`config.mk`:
```
export PLATFORM = sky130hd
export DESIGN_NAME = sync_level_cal
export DESIGN_NICKNAME = d
export VERILOG_FILES = /design/src/rtl/calib_pkg.sv /design/src/rtl/calib_sync2.sv /design/src/rtl/calib_sweep.sv /design/src/rtl/calib_store.sv /design/src/rtl/sync_level_cal.sv
export SDC_FILE = /design/constraint.sdc
export NUM_CORES = 1
export LEC_CHECK = 0
export BUFFER_PORTS_ARGS = -buffer_cell sky130_fd_sc_hd__buf_2
export CAP_MARGIN = 10
export CORE_ASPECT_RATIO = 1.4
export CORE_UTILIZATION = 40
export CTS_CLUSTER_DIAMETER = 80
export DETAILED_ROUTE_END_ITERATION = 7
export SLEW_MARGIN = 20
export SYNTH_ARGS = -nofsm -noshare
export SYNTH_HDL_FRONTEND = slang
export SYNTH_HIERARCHICAL = 1
export SYNTH_SLANG_ARGS = --single-unit
```
`constraint.sdc`:
```
create_clock -name clk_ref -period 2.7 [get_ports clk_ref]
set_clock_uncertainty 0.1 [all_clocks]
set_input_delay 0.81 -clock clk_ref [delete_from_list [all_inputs] [get_ports clk_ref]]
set_output_delay 0.81 -clock clk_ref [all_outputs]
set_load 0.02 [all_outputs]
```
`src/rtl/calib_pkg.sv`:
```
package calib_pkg;

  typedef enum logic [1:0] {
    ST_IDLE,
    ST_LAUNCH,
    ST_SETTLE,
    ST_EVAL
  } cal_state_e;

  // A step counts as the edge only when the prior step saw low and this one sees high.
  function automatic logic is_rise(input logic prev_s, input logic cur_s);
    return (!prev_s) && cur_s;
  endfunction

  // Spacing between successive pulses of one channel, launched at step k.
  function automatic int pulse_gap(input int settle, input int k);
    return settle + k + 3;
  endfunction

endpackage

```
`src/rtl/calib_sync2.sv`:
```
module calib_sync2 #(
  parameter int NCH = 4
) (
  input  logic           clk,
  input  logic           rst_n,
  input  logic [NCH-1:0] d_in,
  output logic [NCH-1:0] q_out
);
  for (genvar g = 0; g < NCH; g++) begin : g_bit
    logic s1, s2;
    always_ff @(posedge clk) begin
      if (!rst_n) begin
        s1 <= 1'b0;
        s2 <= 1'b0;
      end else begin
        s1 <= d_in[g];
        s2 <= s1;
      end
    end
    assign q_out[g] = s2;
  end
endmodule

```
`src/rtl/calib_sweep.sv`:
```
module calib_sweep
  import calib_pkg::*;
#(
  parameter int NCH    = 4,
  parameter int NSTEPS = 24,
  parameter int SETTLE = 4,
  localparam int DW    = $clog2(NSTEPS),
  localparam int CW    = (NCH > 1) ? $clog2(NCH) : 1,
  localparam int SW    = $clog2(SETTLE + 1)
) (
  input  logic           clk,
  input  logic           rst_n,
  input  logic           start,
  input  logic [NCH-1:0] samp,
  output logic [NCH-1:0] pulse_q,
  output logic [CW-1:0]  ch_idx,
  output logic [DW-1:0]  step,
  output logic           start_evt,
  output logic           hit_evt,
  output logic           miss_evt,
  output logic           sweep_end_evt
);
  cal_state_e     state;
  logic [DW-1:0]  cnt;
  logic [SW-1:0]  scnt;
  logic           prev_s;
  logic           cur_s;
  logic           launch_evt;
  logic           chan_end;
  logic           last_ch;

  assign cur_s         = samp[ch_idx];
  assign start_evt     = (state == ST_IDLE) && start;
  assign launch_evt    = (state == ST_LAUNCH) && (cnt == step);
  assign hit_evt       = (state == ST_EVAL) && is_rise(prev_s, cur_s);
  assign miss_evt      = (state == ST_EVAL) && !is_rise(prev_s, cur_s)
                         && (step == DW'(NSTEPS - 1));
  assign chan_end      = hit_evt || miss_evt;
  assign last_ch       = (ch_idx == CW'(NCH - 1));
  assign sweep_end_evt = chan_end && last_ch;

  always_ff @(posedge clk) begin
    if (!rst_n) begin
      state  <= ST_IDLE;
      ch_idx <= '0;
      step   <= '0;
      cnt    <= '0;
      scnt   <= '0;
      prev_s <= 1'b1;
    end else begin
      unique case (state)
        ST_IDLE: if (start) begin
          state  <= ST_LAUNCH;
          ch_idx <= '0;
          step   <= '0;
          cnt    <= '0;
          prev_s <= 1'b1;
        end
        ST_LAUNCH: begin
          if (cnt == step) begin
            state <= ST_SETTLE;
            scnt  <= '0;
          end else begin
            cnt <= cnt + 1'b1;
          end
        end
        ST_SETTLE: begin
          if (scnt == SW'(SETTLE - 1)) state <= ST_EVAL;
          else                         scnt  <= scnt + 1'b1;
        end
        ST_EVAL: begin
          cnt <= '0;
          if (chan_end) begin
            if (last_ch) begin
              state <= ST_IDLE;
            end else begin
              state  <= ST_LAUNCH;
              ch_idx <= ch_idx + 1'b1;
              step   <= '0;
              prev_s <= 1'b1;
            end
          end else begin
            state  <= ST_LAUNCH;
            step   <= step + 1'b1;
            prev_s <= cur_s;
          end
        end
        default: state <= ST_IDLE;
      endcase
    end
  end

  always_ff @(posedge clk) begin
    if (!rst_n) begin
      pulse_q <= '0;
    end else begin
      for (int i = 0; i < NCH; i++)
        pulse_q[i] <= launch_evt && (ch_idx == CW'(i));
    end
  end
endmodule

```
`src/rtl/calib_store.sv`:
```
module calib_store #(
  parameter int NCH = 4,
  parameter int DW  = 5,
  localparam int CW = (NCH > 1) ? $clog2(NCH) : 1
) (
  input  logic              clk,
  input  logic              rst_n,
  input  logic              start_evt,
  input  logic              hit_evt,
  input  logic              miss_evt,
  input  logic              sweep_end_evt,
  input  logic [CW-1:0]     ch_idx,
  input  logic [DW-1:0]     step,
  output logic [NCH*DW-1:0] delay_flat,
  output logic [NCH-1:0]    fail_q,
  output logic              done_q
);
  logic [NCH-1:0][DW-1:0] dly;

  always_ff @(posedge clk) begin
    if (!rst_n || start_evt) begin
      dly    <= '0;
      fail_q <= '0;
      done_q <= 1'b0;
    end else begin
      if (hit_evt)       dly[ch_idx]    <= step;
      if (miss_evt)      fail_q[ch_idx] <= 1'b1;
      if (sweep_end_evt) done_q         <= 1'b1;
    end
  end

  assign delay_flat = dly;
endmodule

```
`src/rtl/sync_level_cal.sv`:
```
module sync_level_cal #(
  parameter int NCH    = 4,
  parameter int NSTEPS = 24,
  parameter int SETTLE = 4,
  localparam int DW    = $clog2(NSTEPS),
  localparam int CW    = (NCH > 1) ? $clog2(NCH) : 1
) (
  input  logic              clk_ref,
  input  logic              rst_n,
  input  logic              start,
  input  logic [NCH-1:0]    sync_ret,
  output logic [NCH-1:0]    chan_rst,
  output logic [NCH*DW-1:0] delay_val,
  output logic [NCH-1:0]    fail,
  output logic              done
);
  logic [NCH-1:0] samp;
  logic [CW-1:0]  ch_idx;
  logic [DW-1:0]  step;
  logic           start_evt;
  logic           hit_evt;
  logic           miss_evt;
  logic           sweep_end_evt;

  calib_sync2 #(.NCH(NCH)) u_sync (
    .clk   (clk_ref),
    .rst_n (rst_n),
    .d_in  (sync_ret),
    .q_out (samp)
  );

  calib_sweep #(.NCH(NCH), .NSTEPS(NSTEPS), .SETTLE(SETTLE)) u_sweep (
    .clk           (clk_ref),
    .rst_n         (rst_n),
    .start         (start),
    .samp          (samp),
    .pulse_q       (chan_rst),
    .ch_idx        (ch_idx),
    .step          (step),
    .start_evt     (start_evt),
    .hit_evt       (hit_evt),
    .miss_evt      (miss_evt),
    .sweep_end_evt (sweep_end_evt)
  );

  calib_store #(.NCH(NCH), .DW(DW)) u_store (
    .clk           (clk_ref),
    .rst_n         (rst_n),
    .start_evt     (start_evt),
    .hit_evt       (hit_evt),
    .miss_evt      (miss_evt),
    .sweep_end_evt (sweep_end_evt),
    .ch_idx        (ch_idx),
    .step          (step),
    .delay_flat    (delay_val),
    .fail_q        (fail),
    .done_q        (done)
  );
endmodule

```
==> impl_metrics.tcl <==
set metrics [dict create \
    async_flop_share 0 \
    drv_cap 0 \
    vias_per_cell 5.42 \
    grt_use_met2 0.283 \
    synth_area_sq_um 2630 \
    start_util 0.418 \
    cts_buffers 5 \
    synth-simple-area-share 0.241 \
    grt_pass1_vias 1924 \
    die_h_um 98.0 \
    synth_area_per_cell_sq_um 9.78 \
    yosysWarnings 6 \
    met1_usage 0.194 \
    areaGrowthSynthToFinish_pct 11.2 \
    io_buffers 35 \
    max_slew_margin 0.482 \
    synth_nets 288 \
    die_x_um 70.5 \
    post_drt_wl_per_cell_um 13.9 \
    nets 318 \
    clock_latency_ps 300 \
    synth-seq-area-share 0.418 \
    htreeDepth 2 \
    period_needed_ps 2150 \
    ir_worst_vdd_mv 0.348 \
    crit_path_end "u_sweep/cnt[4]" \
    startpoint "u_sweep/state[0]" \
    synth_compound_area_frac 0.0994 \
    antennaDiodeCount 0 \
    synth_edf_count 0 \
    grt-ovfl-total 0 \
    crit_path_max_fanout 8 \
    tritoncts "done" \
    ff2ff_path_depth 7 \
    drt_pass1_iterations 6 \
    synth.area.mux_share 0.105 \
    violations "DRC" \
    finalWorstSetupSlack_ps 549 \
    r2r_slack_ps 550 \
    drive_above_1_share 0.194 \
    cp.required_ps 2830 \
    outcome "finished, violations left" \
    postSynthCellCount 269 \
    track_usage 0.160 \
    clk_pin_slew_worst_paths_ps 90 \
    antenna_found_initial 0 \
    clockRootBuffer "clkbuf_8" \
    vias 2012 \
    tightestPinTransition_ps 771 \
    clk_path_buf_depth 2 \
    r2r-end "u_sweep/cnt[4]" \
    drc 10 \
    layout_commonest_cell "dfxtp_1" \
    grt_use_met3 0.0268 \
    final_util 0.465 \
    yosys_most_used_dff "dfxtp_1" \
    synth_fa_ha_area_frac 0.0571 \
    drtIter0Drc 96 \
    max_freq_mhz 465 \
    num_rows 34 \
    ys_types 46 \
    yosys.area_share.xor_xnor 0.0200 \
    ys_ff_latch 55 \
    ctsHoldBuffers 0 \
    antenna_left 0 \
    post-place-ws_ps 508 \
    gp_congestion 0.834 \
    power_density_nw_per_um2 641 \
    setup_viol 0 \
    hold_violations 0 \
    rsz0062_at_grt "false" \
    r2r_start "u_sweep/state[0]" \
    crit_type "reg2reg" \
    drv_slew 0 \
    die_area_sq_um 6910 \
    cp-end-kind "flop" \
    core_area_sq_um 6300 \
    clock-sinks 55 \
    period_share 0.797 \
    post_cts_resized 0 \
    ios 36 \
    grt_pass1_wl_um 9030 \
    busiest_layer "met2" \
    cp-start-kind "flop" \
    post_cts_buffers 0 \
    p_leak_nw 1.29 \
    layout_common_cells "dfxtp_1 (55), buf_2 (35), nand3b_1 (31)" \
    setup-tns-final_ps 0 \
    grt_max_degree 21 \
    wl_um 5140 \
    dp_hpwl_um 3760 \
    critPathArrivalTime_ps 2280 \
    synth_top_family_by_area "simple AND/OR/NAND/NOR gates" \
    hp-class "reg2reg" \
]
-- sequential cells by signal (all words and copies together), names as in the netlist --
signal	count
u_store/delay_flat	20
u_sweep/cnt	5
u_sweep/step	5
u_store/fail_q	4
u_sweep/pulse_q	4
u_sync/g_bit.s1	4
u_sync/g_bit.s2	4
u_sweep/scnt	3
u_sweep/ch_idx	2
u_sweep/state	2
u_store/done_q	1
u_sweep/prev_s	1
-- per-stage QoR --
step | instances | hold WS (ps) | total power [W] | instance area (sq um)
floorplan | 269 | 312 | 0.00126 | 2630
global placement | 364 | 317 | 0.00136 | 2820
detailed placement | 364 | 319 | 0.00136 | 2820
CTS | 371 | 341 | 0.00189 | 2930
global route | 371 | 363 | 0.00199 | 2930
finish | 371 | 339 | 0.00187 | 2930
-- worst min-delay path by stage --
stage | endpoint | slack [ps] | from | depth (start not counted)
after floorplan | u_sync/g_bit[0].s2 | 310 | u_sync/g_bit[0].s1 | 1
after global placement | u_sync/g_bit[3].s2 | 320 | u_sync/g_bit[3].s1 | 1
after detailed placement | u_sync/g_bit[0].s2 | 320 | u_sync/g_bit[0].s1 | 1
after CTS | u_sync/g_bit[0].s2 | 340 | u_sync/g_bit[0].s1 | 1
after global routing | u_sync/g_bit[0].s2 | 360 | u_sync/g_bit[0].s1 | 1
final | u_sync/g_bit[0].s2 | 340 | u_sync/g_bit[0].s1 | 1
-- metal layers --
layer  vias to the layer above  share of wire
li1                       1010              -
met1                       956           0.45
met2                        40           0.50
met3                         6          0.034
met4                         0          0.014
met5                         -              0
-- cells by family (layout without fill, tap and decap cells) --
group / count (synthesis) / count (layout)
and+or+nand+nor: 101 / 101
DFF: 55 / 55
AOI/OAI and AO/OA: 38 / 38
buffers and inverters: 30 / 60
muxes: 27 / 27
adders and majority gates: 12 / 12
xor gates and xnor gates: 6 / 6
-- final cells by class --
cell class | instances | area, sq um
fill | 614 | 3370
inverter | 14 | 52.6
timing repair buffer | 39 | 205
clock buffer | 6 | 72.6
tap | 72 | 90.1
multi-input combinational | 184 | 1370
clock inverter | 1 | 30.0
sequential | 55 | 1100
-- cell usage after synthesis (2+ instances only) --
master / n / area share
a21oi_1: 12 / 0.023
a31o_2: 2 / 0.0067
a31oi_1: 2 / 0.0048
and2_1: 9 / 0.021
and2b_2: 3 / 0.010
and3_1: 5 / 0.012
buf_2: 2 / 0.0038
buf_4: 5 / 0.014
buf_6: 3 / 0.013
clkbuf_1: 6 / 0.0086
dfxtp_1: 55 / 0.42
ha_1: 12 / 0.057
inv_1: 14 / 0.020
mux2i_1: 25 / 0.095
nand2_1: 12 / 0.017
nand2b_1: 3 / 0.0071
nand3_1: 15 / 0.029
nand3b_1: 31 / 0.088
nor2_1: 7 / 0.010
nor3_1: 2 / 0.0038
o211ai_1: 3 / 0.0086
o21ai_0: 8 / 0.015
o31ai_1: 3 / 0.0086
or3_1: 3 / 0.0071
or4_1: 2 / 0.0057
xnor2_1: 5 / 0.017
-- critical path, cell delays in order, from the launching register on --
cell	delay [ps]
dfxtp_1	440
inv_1	100
ha_1	280
and2b_2	260
nor2_1	170
o31ai_1	210
or3_1	380
a21oi_1	130
-- power by group --
part	switching [W]	internal (W)	total, W
sequential	0.0000260	0.000840	0.000866
combinational	0.000292	0.000195	0.000486
clock	0.000249	0.000272	0.000521
total	0.000567	0.00131	0.00187
(Power assumes the default switching activity.)
